===== src/rtl/mrst_qualifier.sv =====
module mrst_qualifier #(
  parameter int QUAL_TICKS  = 2,
  parameter int DB_TICKS    = 2,
  parameter int PULSE_TICKS = 32
) (
  input  logic clk,
  input  logic rst_n,
  input  logic osc_tick,
  input  logic mr_raw,
  input  logic startup_phase,
  output logic clr_cnt,
  output logic startup_abort,
  output logic wake_force_low,
  output logic rst_out_n
);
  localparam int QW   = $clog2(QUAL_TICKS + 1);
  localparam int TMAX = (DB_TICKS > PULSE_TICKS) ? DB_TICKS : PULSE_TICKS;
  localparam int TW   = $clog2(TMAX + 1);

  typedef enum logic [1:0] {IDLE, HELD, DBNC, PULSE} st_t;

  st_t st, st_nxt;
  logic s1, s2;
  logic [QW-1:0] hi_cnt, hi_nxt;
  logic [TW-1:0] t_cnt, t_nxt;
  logic abort_q;

  always_ff @(posedge clk or negedge rst_n)
    if (!rst_n) begin
      s1 <= 1'b0;
      s2 <= 1'b0;
    end else begin
      s1 <= mr_raw;
      s2 <= s1;
    end

  always_comb begin
    st_nxt = st;
    hi_nxt = hi_cnt;
    t_nxt  = t_cnt;
    if (osc_tick) begin
      case (st)
        IDLE:
          if (!s2) hi_nxt = '0;
          else if (hi_cnt == QW'(QUAL_TICKS - 1)) begin
            st_nxt = HELD;
            hi_nxt = '0;
          end else hi_nxt = hi_cnt + 1'b1;
        HELD:
          if (!s2) begin
            if (DB_TICKS == 1) begin
              st_nxt = PULSE;
              t_nxt  = '0;
            end else begin
              st_nxt = DBNC;
              t_nxt  = TW'(1);
            end
          end
        DBNC:
          if (s2) t_nxt = '0;
          else if (t_cnt == TW'(DB_TICKS - 1)) begin
            st_nxt = PULSE;
            t_nxt  = '0;
          end else t_nxt = t_cnt + 1'b1;
        default:
          if (t_cnt == TW'(PULSE_TICKS - 1)) begin
            st_nxt = IDLE;
            t_nxt  = '0;
          end else t_nxt = t_cnt + 1'b1;
      endcase
    end
  end

  always_ff @(posedge clk or negedge rst_n)
    if (!rst_n) begin
      st      <= IDLE;
      hi_cnt  <= '0;
      t_cnt   <= '0;
      abort_q <= 1'b0;
    end else begin
      st      <= st_nxt;
      hi_cnt  <= hi_nxt;
      t_cnt   <= t_nxt;
      abort_q <= (st_nxt == HELD) && (abort_q || startup_phase);
    end

  assign rst_out_n      = (st == IDLE);
  assign clr_cnt        = (st != IDLE);
  assign wake_force_low = (st != IDLE);
  assign startup_abort  = abort_q;
endmodule



===== config.mk =====
export PLATFORM = sky130hd
export DESIGN_NAME = mrst_qualifier
export DESIGN_NICKNAME = d
export VERILOG_FILES = /design/src/rtl/mrst_qualifier.sv
export SDC_FILE = /design/constraint.sdc
export NUM_CORES = 1
export LEC_CHECK = 0
export CAP_MARGIN = 20
export CORE_MARGIN = 2
export CORE_UTILIZATION = 51
export DETAILED_ROUTE_END_ITERATION = 6
export PLACE_DENSITY = 0.82
export SLEW_MARGIN = 25
export SYNTH_ARGS = -nofsm -noshare
export SYNTH_HDL_FRONTEND = slang
export SYNTH_SLANG_ARGS = --single-unit

===== constraint.sdc =====
create_clock -name clk -period 2.03 [get_ports clk]
set_input_delay 0.406 -clock clk [delete_from_list [all_inputs] [get_ports clk]]
set_output_delay 0.406 -clock clk [all_outputs]
set_load 0.01 [all_outputs]

==> results of run 1 <==
## metrics by stage
stage	total power, mW	worst slack [ns]
3_5_place_dp	1.036	0.03876
6_report	1.240	0.05293
2_1_floorplan	0.8268	0.3341
5_1_grt	1.327	0.001898
3_3_place_gp	1.017	0.1326
4_1_cts	1.220	0.004491
## layer usage
metal / up-vias / global-route usage / share of wire
li1: 341 / - / -
met1: 326 / 0.2947 / 0.51
met2: 19 / 0.2588 / 0.44
met3: 2 / 0.02449 / 0.041
met4: 0 / 0.09091 / 0.0060
met5: - / 0 / 0
## sequential cells by signal, summed over array words and instances, names as in the netlist
signal,flops
s2,1
s1,1
startup_abort,1
hi_cnt,2
t_cnt,6
st,2
## layout make-up
class,instances,area (µm²),area share
inverters,6,22.52,0.02284
repair buffers,11,102.6,0.1041
well taps,16,20.02,0.02030
multi-input cells,64,489.2,0.4962
flip-flops and latches,13,325.3,0.3299
clock buffers,4,26.28,0.02665
## kinds of logic after synthesis
group / Yosys count
simple gates: 33
compound gates: 24
buf+inv: 7
flops: 13
mux: 1
fa+ha+maj: 6
## worst max path at each step
| stage | slack (ns) | depth (start not counted) | endpoint |
|---|---|---|---|
| 2_1_floorplan | 0.33 | 6 | t_cnt[0]$_DFFE_PN0P_ |
| 3_3_place_gp | 0.13 | 5 | startup_abort$_DFF_PN0_ |
| 3_5_place_dp | 0.04 | 5 | startup_abort$_DFF_PN0_ |
| 4_1_cts | 0.004 | 3 | rst_out_n |
| 5_1_grt | 0.002 | 6 | t_cnt[0]$_DFFE_PN0P_ |
| 6_report | 0.05 | 3 | rst_out_n |
## layout by cell type, fill, tap and decap left out, types with 2 or more instances in the layout
| cell type | instances |
|---|---|
| dfrtp_1 | 13 |
| clkdlybuf4s50_1 | 8 |
| inv_1 | 6 |
| nand2_1 | 6 |
| a21oi_1 | 5 |
| ha_1 | 5 |
| nor2b_1 | 4 |
| and2_1 | 3 |
| nor2_1 | 3 |
| and3_1 | 3 |
| clkbuf_4 | 3 |
| buf_4 | 3 |
| nand4bb_1 | 2 |
| o211ai_1 | 2 |
| o21ai_0 | 2 |
| a21o_1 | 2 |
| nand2b_1 | 2 |
| o21ai_1 | 2 |
| nand4_1 | 2 |
| o21a_1 | 2 |
| a2111oi_0 | 2 |
| a211o_1 | 2 |
## worst register-to-register path, cell delays in order (launching register included)
cell and delay, ns:
dfrtp_1 0.40, buf_4 0.15, ha_1 0.25, a21oi_1 0.28, nand2_1 0.16, buf_4 0.18
nor4b_1 0.28, a21o_1 0.12
## power by group through the flow
| stage | clock network [mW] | logic (mW) | registers, mW |
|---|---|---|---|
| 6_report | 0.160 | 0.697 | 0.384 |
| 5_1_grt | 0.172 | 0.762 | 0.393 |
| 4_1_cts | 0.167 | 0.671 | 0.382 |
| 3_5_place_dp | 0 | 0.646 | 0.389 |
| 3_3_place_gp | 0 | 0.632 | 0.386 |
| 2_1_floorplan | 0 | 0.442 | 0.385 |
## timing repair
| action | CTS | global route |
|---|---|---|
| gates resized for setup | 1 | 1 |
| endpoints found under the setup margin | 3 | 3 |
| buffers inserted | 1 | 0 |
| endpoints found under the hold margin | 0 | 0 |
==> results.sh, run 1 <==
export IMPL_syn_inst=84
export IMPL_worstPathArrival_ns=1.57
export IMPL_p_sw_mw=0.5052
export IMPL_synth_main_ff_cell="dfrtp_1"
export IMPL_cp_required_ns=1.62
export IMPL_die_y_um=44.39
export IMPL_hp_class="reg2reg"
export IMPL_synthMostInstantiatedCell="dfrtp_1"
export IMPL_cts_hold_buf=0
export IMPL_htreeDepth=1
export IMPL_drive_gt1_frac=0.1327
export IMPL_power_internal_mw=0.7351
export IMPL_swShare=0.4073
export IMPL_wl_per_cell_um=14.71
export IMPL_insertedDiodeCount=0
export IMPL_critPathLaunchType="flop"
export IMPL_dp_hpwl_mm=1.269
export IMPL_cts_sinks=13
export IMPL_ys_seq_elements=13
export IMPL_synthSimpleGateAreaFrac=0.2511
export IMPL_min_to="s2$_DFF_PN0_"
export IMPL_worstPathCellList="inv_1, ha_4, clkdlybuf4s50_1"
export IMPL_synth_mux_area_fraction=0.01353
export IMPL_synth_async_reset_ratio=1.000
export IMPL_final_cells=114
export IMPL_rrSetupSlack_ns=0.15
export IMPL_cpMaxStageDelayCell="clkdlybuf4s50_1"
export IMPL_setup_viol=0
export IMPL_clkPwrFrac=0.129
export IMPL_synth_fa_ha_area_frac=0.09023
export IMPL_gp_congestion=0.8405
export IMPL_finalHoldViolCount=0
export IMPL_clk_path_buf_depth=2
export IMPL_nFillCells=121
export IMPL_leakage_nw=0.4674
export IMPL_critPathMaxFanout=6
export IMPL_endpoint_kind="output pin"
export IMPL_viasPerCell=6.035
export IMPL_synth_cell_types=34
export IMPL_synth_xor_xnor_area_share=0
export IMPL_clock_root_buffer="clkbuf_4"
export IMPL_port_buffers=8
export IMPL_finalCritPeriodShare=0.9739
export IMPL_fin_nets=110
export IMPL_cts_tree="yes"
export IMPL_ys_top_cells_by_count="dfrtp_1, ha_1, inv_1, nand2_1, a21oi_1"
export IMPL_synth_nets=95
export IMPL_rsz0062_at_grt="no"
export IMPL_slew_viol_final=0
export IMPL_r2r_end="t_cnt[2]$_DFFE_PN0P_"
export IMPL_die_width_um=44.39
export IMPL_irDropWorstVdd_v=0.0006639
export IMPL_path_delay_family="buffers and inverters"
export IMPL_outcome="finished, final reports clean"
export IMPL_reg2reg_depth=7
export IMPL_worst_pin_slew_ns=0.5703
export IMPL_clock_skew_final_ns=0.003863
export IMPL_utilization=0.6470
export IMPL_ios=9
export IMPL_grt_max_degree=14
export IMPL_syn2layout_area_growth_pct=18.50
export IMPL_holdWs_ns=0.3517
export IMPL_start_util=0.5460
export IMPL_seqPwrFrac=0.309
export IMPL_path_clk_slew_ns=0.08
export IMPL_postPlaceCellArea_um2=939.7
export IMPL_ys_warn_count=0
export IMPL_netlist_top_cells_area="dfrtp_1, ha_1, a21oi_1, nor2b_1, inv_1"
export IMPL_synth_largest_area_cell="dfrtp_1"
export IMPL_power_density_nw_per_um2=1258
export IMPL_drt_total_wl_mm=1.677
export IMPL_cp_num_buf_inv=2
export IMPL_firstDrtPassIters=4
export IMPL_rows=14
export IMPL_syn_area_per_cell_um2=9.905
export IMPL_grt_use_total=0.1897
export IMPL_ant_nets=0
export IMPL_crit_type="reg2out"
export IMPL_synth_compound_gate_area_share=0.2180
export IMPL_synth_area_um2=832.0
export IMPL_seq_area_frac_synth=0.3910
export IMPL_drc=0
export IMPL_combPwrFrac=0.562
export IMPL_place_inst=109
export IMPL_stdcell_area_um2=985.9
export IMPL_antenna_found_initial=0
export IMPL_insertion_delay_ns=0.27
export IMPL_drtIter0Drc=27
export IMPL_r2r_start="st[0]$_DFF_PN0_"
export IMPL_cts_made_buffers=3
export IMPL_first_global_vias=615
export IMPL_grt_pass1_wl_mm=2.697
export IMPL_period_minus_slack_ns=1.977
export IMPL_hold_path_depth=0
export IMPL_cap_violations=0
export IMPL_max_stage_delay_ns=0.54
export IMPL_synth_top_family_by_area="simple AND/OR/NAND/NOR gates"
export IMPL_design_core_area_um2=1524
export IMPL_yosysTopAreaCellShare=0.3910
export IMPL_overflow=0
export IMPL_synth_edf_count=0
export IMPL_hold_path_startpoint="s1$_DFF_PN0_"
export IMPL_vias=688
export IMPL_setup_tns_final_ns=0
export IMPL_dieArea_um2=1970
export IMPL_relSlewSlack=0.6186
export IMPL_max_freq_mhz=505.8
export IMPL_worstSetupStartpoint="st[0]$_DFF_PN0_"
(Power assumes the default switching activity.)
==> run 2: changes to the inputs <==
--- a/config.mk
+++ b/config.mk
@@ -7,9 +7,9 @@
 export LEC_CHECK = 0
 export CAP_MARGIN = 20
 export CORE_MARGIN = 2
-export CORE_UTILIZATION = 51
+export CORE_UTILIZATION = 50
 export DETAILED_ROUTE_END_ITERATION = 6
-export PLACE_DENSITY = 0.82
+export PLACE_DENSITY = 0.81
 export SLEW_MARGIN = 25
 export SYNTH_ARGS = -nofsm -noshare
 export SYNTH_HDL_FRONTEND = slang
==> run 2 against run 1 <==
Net effect: final area is 0.89% higher; clock power grew 2%; critical path depth unchanged; flip-flop and latch count did not move; largest power group unchanged.
==> results.sh, run 2 (synthesized netlist as in run 1, its figures left out) <==
export IMPL_drtIter0Drc=10
export IMPL_worstPathArrival_ns=1.53
export IMPL_cp_required_ns=1.62
export IMPL_layout_common_cells="dfrtp_1, clkdlybuf4s50_1, inv_1, nand2_1"
export IMPL_firstDrtPassIters=4
export IMPL_slew_viol_final=0
export IMPL_max_freq_mhz=515.5
export IMPL_holdWs_ns=0.3659
export IMPL_drt_total_wl_mm=1.730
export IMPL_worst_pin_slew_ns=0.5906
export IMPL_power_density_nw_per_um2=1255
export IMPL_pre_cts_ws_ns=0.1064
export IMPL_regMostFlops="t_cnt"
export IMPL_r2r_end="t_cnt[5]$_DFFE_PN0P_"
export IMPL_path_clk_slew_ns=0.08
export IMPL_crit_type="reg2out"
export IMPL_design_core_area_um2=1541
export IMPL_worstPathCellList="inv_1, ha_4, clkdlybuf4s50_1"
export IMPL_cts_sinks=13
export IMPL_cts_made_buffers=3
export IMPL_antenna_found_initial=0
export IMPL_cpMaxStageDelayCell="clkdlybuf4s50_1"
export IMPL_setup_viol=0
export IMPL_wl_per_cell_um=15.04
export IMPL_period_minus_slack_ns=1.940
export IMPL_clk_path_buf_depth=2
export IMPL_start_util=0.5398
export IMPL_outcome="finished, final reports clean"
export IMPL_rows=14
export IMPL_layout_commonest_cell="dfrtp_1"
export IMPL_rsz0062_at_grt="no"
export IMPL_final_setup_worst_slack_ns=0.08999
export IMPL_dp_hpwl_mm=1.258
export IMPL_hold_path_depth=0
export IMPL_clock_skew_final_ns=0.007320
export IMPL_ant_nets=0
export IMPL_min_to="s2$_DFF_PN0_"
export IMPL_hold_path_startpoint="s1$_DFF_PN0_"
export IMPL_clock_root_buffer="clkbuf_4"
export IMPL_htreeDepth=1
export IMPL_drive_gt1_frac=0.1414
export IMPL_reg_largest_list="t_cnt x6, hi_cnt x2, st x2"
export IMPL_first_global_vias=681
export IMPL_drc=0
export IMPL_vias=692
export IMPL_nFillCells=130
export IMPL_utilization=0.6453
export IMPL_critPathLaunchType="flop"
export IMPL_port_buffers=8
export IMPL_dieArea_um2=2007
export IMPL_die_width_um=44.80
export IMPL_finalHoldViolCount=0
export IMPL_gp_congestion=0.8300
export IMPL_grt_use_total=0.2067
export IMPL_irDropWorstVdd_v=0.0006082
export IMPL_insertedDiodeCount=0
export IMPL_grt_max_degree=14
export IMPL_grt_pass1_wl_mm=2.960
export IMPL_setup_tns_final_ns=0
export IMPL_reg2reg_depth=6
export IMPL_ios=9
export IMPL_r2r_start="st[0]$_DFF_PN0_"
export IMPL_rrSetupSlack_ns=0.16
export IMPL_max_stage_delay_ns=0.53
export IMPL_die_y_um=44.80
export IMPL_relSlewSlack=0.6050
export IMPL_cts_tree="yes"
export IMPL_cap_violations=0
export IMPL_insertion_delay_ns=0.28
export IMPL_fin_nets=111
export IMPL_largest_reg_flops=6
export IMPL_finalCritPeriodShare=0.9557
export IMPL_syn2layout_area_growth_pct=19.55
export IMPL_overflow=0
export IMPL_viasPerCell=6.017
export IMPL_power_total_mw=1.248
export IMPL_critPathMaxFanout=6
export IMPL_hp_class="reg2reg"
export IMPL_endpoint_kind="output pin"
export IMPL_cts_hold_buf=0
export IMPL_leakage_nw=0.4722
==> run 2: layout make-up <==
type | count | area, µm² | area share
Clock buffer | 4 | 26.28 | 0.02642
Inverter | 6 | 22.52 | 0.02264
Multi-Input combinational cell | 64 | 490.5 | 0.4931
Sequential cell | 13 | 325.3 | 0.3270
Tap cell | 16 | 20.02 | 0.02013
Timing Repair Buffer | 12 | 110.1 | 0.1107
==> run 2: repair_timing <==
action                     CTS  global route
setup buffers                1             0
gates resized for setup      0             3
setup endpoints to repair    3             4
==> run 2: power by group <==
group | internal, mW | leakage (nW) | switching (mW)
registers | 0.320 | 0.170 | 0.0587
logic | 0.346 | 0.287 | 0.359
clock network | 0.0763 | 0.0150 | 0.0880
==> run 2: worst max path at each step <==
| stage | depth (start not counted) | slack [ns] | to | startpoint |
|---|---|---|---|---|
| after floorplan | 6 | 0.33 | t_cnt[0]$_DFFE_PN0P_ | st[1]$_DFF_PN0_ |
| after global placement | 5 | 0.22 | startup_abort$_DFF_PN0_ | osc_tick |
| after detailed placement | 5 | 0.11 | startup_abort$_DFF_PN0_ | osc_tick |
| after CTS | 3 | 0.006 | rst_out_n | st[0]$_DFF_PN0_ |
| after global routing | 4 | 0.01 | clr_cnt | st[0]$_DFF_PN0_ |
| final | 3 | 0.09 | rst_out_n | st[0]$_DFF_PN0_ |
==> run 2: per-stage QoR <==
stage / cell area, µm² / instances
after floorplan: 832.0 / 84
after global placement: 947.2 / 110
after detailed placement: 947.2 / 110
after CTS: 980.9 / 115
after global routing: 994.7 / 115
final: 994.7 / 115
==> run 2: worst max-delay path: cells and delay by family, from the launching register on <==
family     cells  cell delay [ns]
buf+inv        2             0.68
flops          1             0.38
fa+ha+maj      1             0.19
==> run 2: routing by layer <==
layer / vias to the layer above / wire length [µm] / global-route usage
met4: 0 / 32 / 0.08824
li1: 344 / - / -
met5: - / 0 / 0
met2: 27 / 785 / 0.3101
met3: 6 / 112 / 0.05600
met1: 315 / 800 / 0.2821
==> run 3: changes to the inputs <==
--- a/config.mk
+++ b/config.mk
@@ -7,7 +7,7 @@
 export LEC_CHECK = 0
 export CAP_MARGIN = 20
 export CORE_MARGIN = 2
-export CORE_UTILIZATION = 50
+export CORE_UTILIZATION = 48
 export DETAILED_ROUTE_END_ITERATION = 6
 export PLACE_DENSITY = 0.81
 export SLEW_MARGIN = 25
==> constraint.sdc (replaced) <==
create_clock -name clk -period 1.7 [get_ports clk]
set_input_delay 0.34 -clock clk [delete_from_list [all_inputs] [get_ports clk]]
set_output_delay 0.34 -clock clk [all_outputs]
set_load 0.01 [all_outputs]
==> run 3 against run 2 <==
Net effect: final area up 21%; worst setup slack worse by 0.079 ns; hold slack worse by 0.0033 ns; die area up 3.8%; critical path depth up 4; cell count up 12%; sequential share of layout area down 5.8 points; routed wire length up 27%; first-iteration DRC count rose to 2.5 times the previous value; sequential power up 21%; critical path type is now reg2reg; largest power group unchanged.
==> results.sh, run 3 (synthesized netlist as in run 1, its figures left out) <==
export IMPL_grt_pass1_wl_mm=3.146
export IMPL_regMostFlops="t_cnt"
export IMPL_top_layer_used="met4"
export IMPL_antenna_found_initial=0
export IMPL_cts_tree="yes"
export IMPL_power_total_mw=1.878
export IMPL_overflow=0
export IMPL_grt_use_total=0.2127
export IMPL_insertion_delay_ns=0.26
export IMPL_finalCritPeriodShare=0.9934
export IMPL_syn2layout_area_growth_pct=45.11
export IMPL_drtIter0Drc=25
export IMPL_wl_met1_um=974
export IMPL_dr_wl_met3_um=102
export IMPL_worstPathCellList="buf_4, buf_4, ha_2, nor2b_4, a21oi_2, buf_4, a2111oi_4"
export IMPL_max_freq_mhz=592.2
export IMPL_power_internal_mw=1.096
export IMPL_stdcell_area_um2=1207
export IMPL_critPathMaxFanout=2
export IMPL_hp_class="reg2reg"
export IMPL_cts_sinks=13
export IMPL_postPlaceCellArea_um2=1023
export IMPL_swShare=0.4166
export IMPL_gp_congestion=0.8293
export IMPL_irDropWorstVdd_v=0.0007599
export IMPL_cpMaxStageDelayCell="dfrtp_1"
export IMPL_rows=15
export IMPL_cap_violations=0
export IMPL_outcome="finished, final reports clean"
export IMPL_critPathLaunchType="flop"
export IMPL_insertedDiodeCount=0
export IMPL_htreeDepth=1
export IMPL_crit_type="reg2reg"
export IMPL_die_width_um=45.64
export IMPL_wl_per_cell_um=17.09
export IMPL_power_density_nw_per_um2=1555
export IMPL_port_buffers=8
export IMPL_leakage_nw=0.5549
export IMPL_dieArea_um2=2083
export IMPL_worstPathArrival_ns=1.84
export IMPL_clkPwrFrac=0.093
export IMPL_start_util=0.4981
export IMPL_wl_met2_mm=1.114
export IMPL_design_core_area_um2=1670
export IMPL_max_stage_delay_ns=0.41
export IMPL_path_clk_slew_ns=0.07
export IMPL_drive_gt1_frac=0.4018
export IMPL_ant_nets=0
export IMPL_setup_viol=0
export IMPL_ios=9
export IMPL_layout_common_cells="buf_4, dfrtp_1, nand2_1, clkdlybuf4s50_1"
export IMPL_drc=0
export IMPL_viasPerCell=6.163
export IMPL_reg_largest_list="t_cnt x6, hi_cnt x2, st x2"
export IMPL_cts_made_buffers=3
export IMPL_finalHoldViolCount=0
export IMPL_layout_commonest_cell="buf_4"
export IMPL_vias=795
export IMPL_largest_reg_flops=6
export IMPL_p_sw_mw=0.7823
export IMPL_holdWs_ns=0.3626
export IMPL_firstDrtPassIters=4
export IMPL_drt_total_wl_mm=2.204
export IMPL_cp_required_ns=1.86
export IMPL_grt_max_degree=14
export IMPL_relSlewSlack=0.6356
export IMPL_die_y_um=45.64
export IMPL_clock_skew_final_ns=0.006550
export IMPL_seqPwrFrac=0.245
export IMPL_combPwrFrac=0.662
export IMPL_endpoint_kind="flop"
export IMPL_clock_root_buffer="clkbuf_4"
export IMPL_fin_nets=124
export IMPL_first_global_vias=746
export IMPL_slew_viol_final=0
export IMPL_period_minus_slack_ns=1.689
export IMPL_dp_hpwl_mm=1.449
export IMPL_clk_path_buf_depth=2
export IMPL_crit_top_cell="buf_4"
export IMPL_worst_pin_slew_ns=0.5449
## run 3: timing repair
| action | 4_1_cts | 5_1_grt |
|---|---|---|
| setup buffers | 2 | 2 |
| pin swaps | 1 | 5 |
| setup endpoints to repair | 6 | 7 |
| hold buffers | 0 | 0 |
| resized for setup | 6 | 28 |
## run 3: area by class of cell
| cell class | instances | area [µm²] |
|---|---|---|
| multi-input cells | 64 | 604.3 |
| fillers | 109 | 462.9 |
| flip-flops and latches | 13 | 325.3 |
| repair buffers | 25 | 207.7 |
| clock buffers | 4 | 26.28 |
| inverters | 6 | 22.52 |
| well taps | 17 | 21.27 |
## run 3: layer usage
metal	track usage	vias up
met5	0	-
met4	0.1118	0
met3	0.01190	2
met2	0.3352	26
met1	0.2929	394
li1	-	373
## run 3: power by group through the flow
stage | logic (mW) | registers [mW] | clock network (mW)
CTS | 0.957 | 0.446 | 0.183
detailed placement | 0.924 | 0.457 | 0
global placement | 0.890 | 0.450 | 0
global route | 1.34 | 0.468 | 0.190
finish | 1.24 | 0.460 | 0.174
floorplan | 0.528 | 0.460 | 0
## run 3: final timing paths
path	startpoint	endpoint	slack, ns	cells past startpoint
worst min-delay path	s1$_DFF_PN0_	s2$_DFF_PN0_	0.36	0
min in group asynchronous	rst_n	t_cnt[5]$_DFFE_PN0P_	0.43	1
worst min register to register	s1$_DFF_PN0_	s2$_DFF_PN0_	0.36	0
worst max-delay path	st[0]$_DFF_PN0_	startup_abort$_DFF_PN0_	0.01	7
max in group asynchronous	rst_n	s2$_DFF_PN0_	0.91	1
worst max register to register	st[0]$_DFF_PN0_	startup_abort$_DFF_PN0_	0.01	7
## run 3: per-stage QoR
stage	worst slack [ns]	setup TNS, ns	std cells	util
floorplan	0.004111	0	84	-
detailed placement	-0.08174	-0.2264	121	0.6127
global route	-0.04864	-0.05258	129	0.7228
CTS	-0.05992	-0.06637	127	0.6397
global placement	-0.03256	-0.04053	121	0.6127
finish	0.01128	0	129	0.7228
## run 3: critical path, delay by kind of cell (launching register included)
family / cells / cell delay [ns]
buf+inv: 3 / 0.44
flops: 1 / 0.41
compound gates: 2 / 0.41
fa+ha+maj: 1 / 0.20
simple gates: 1 / 0.13
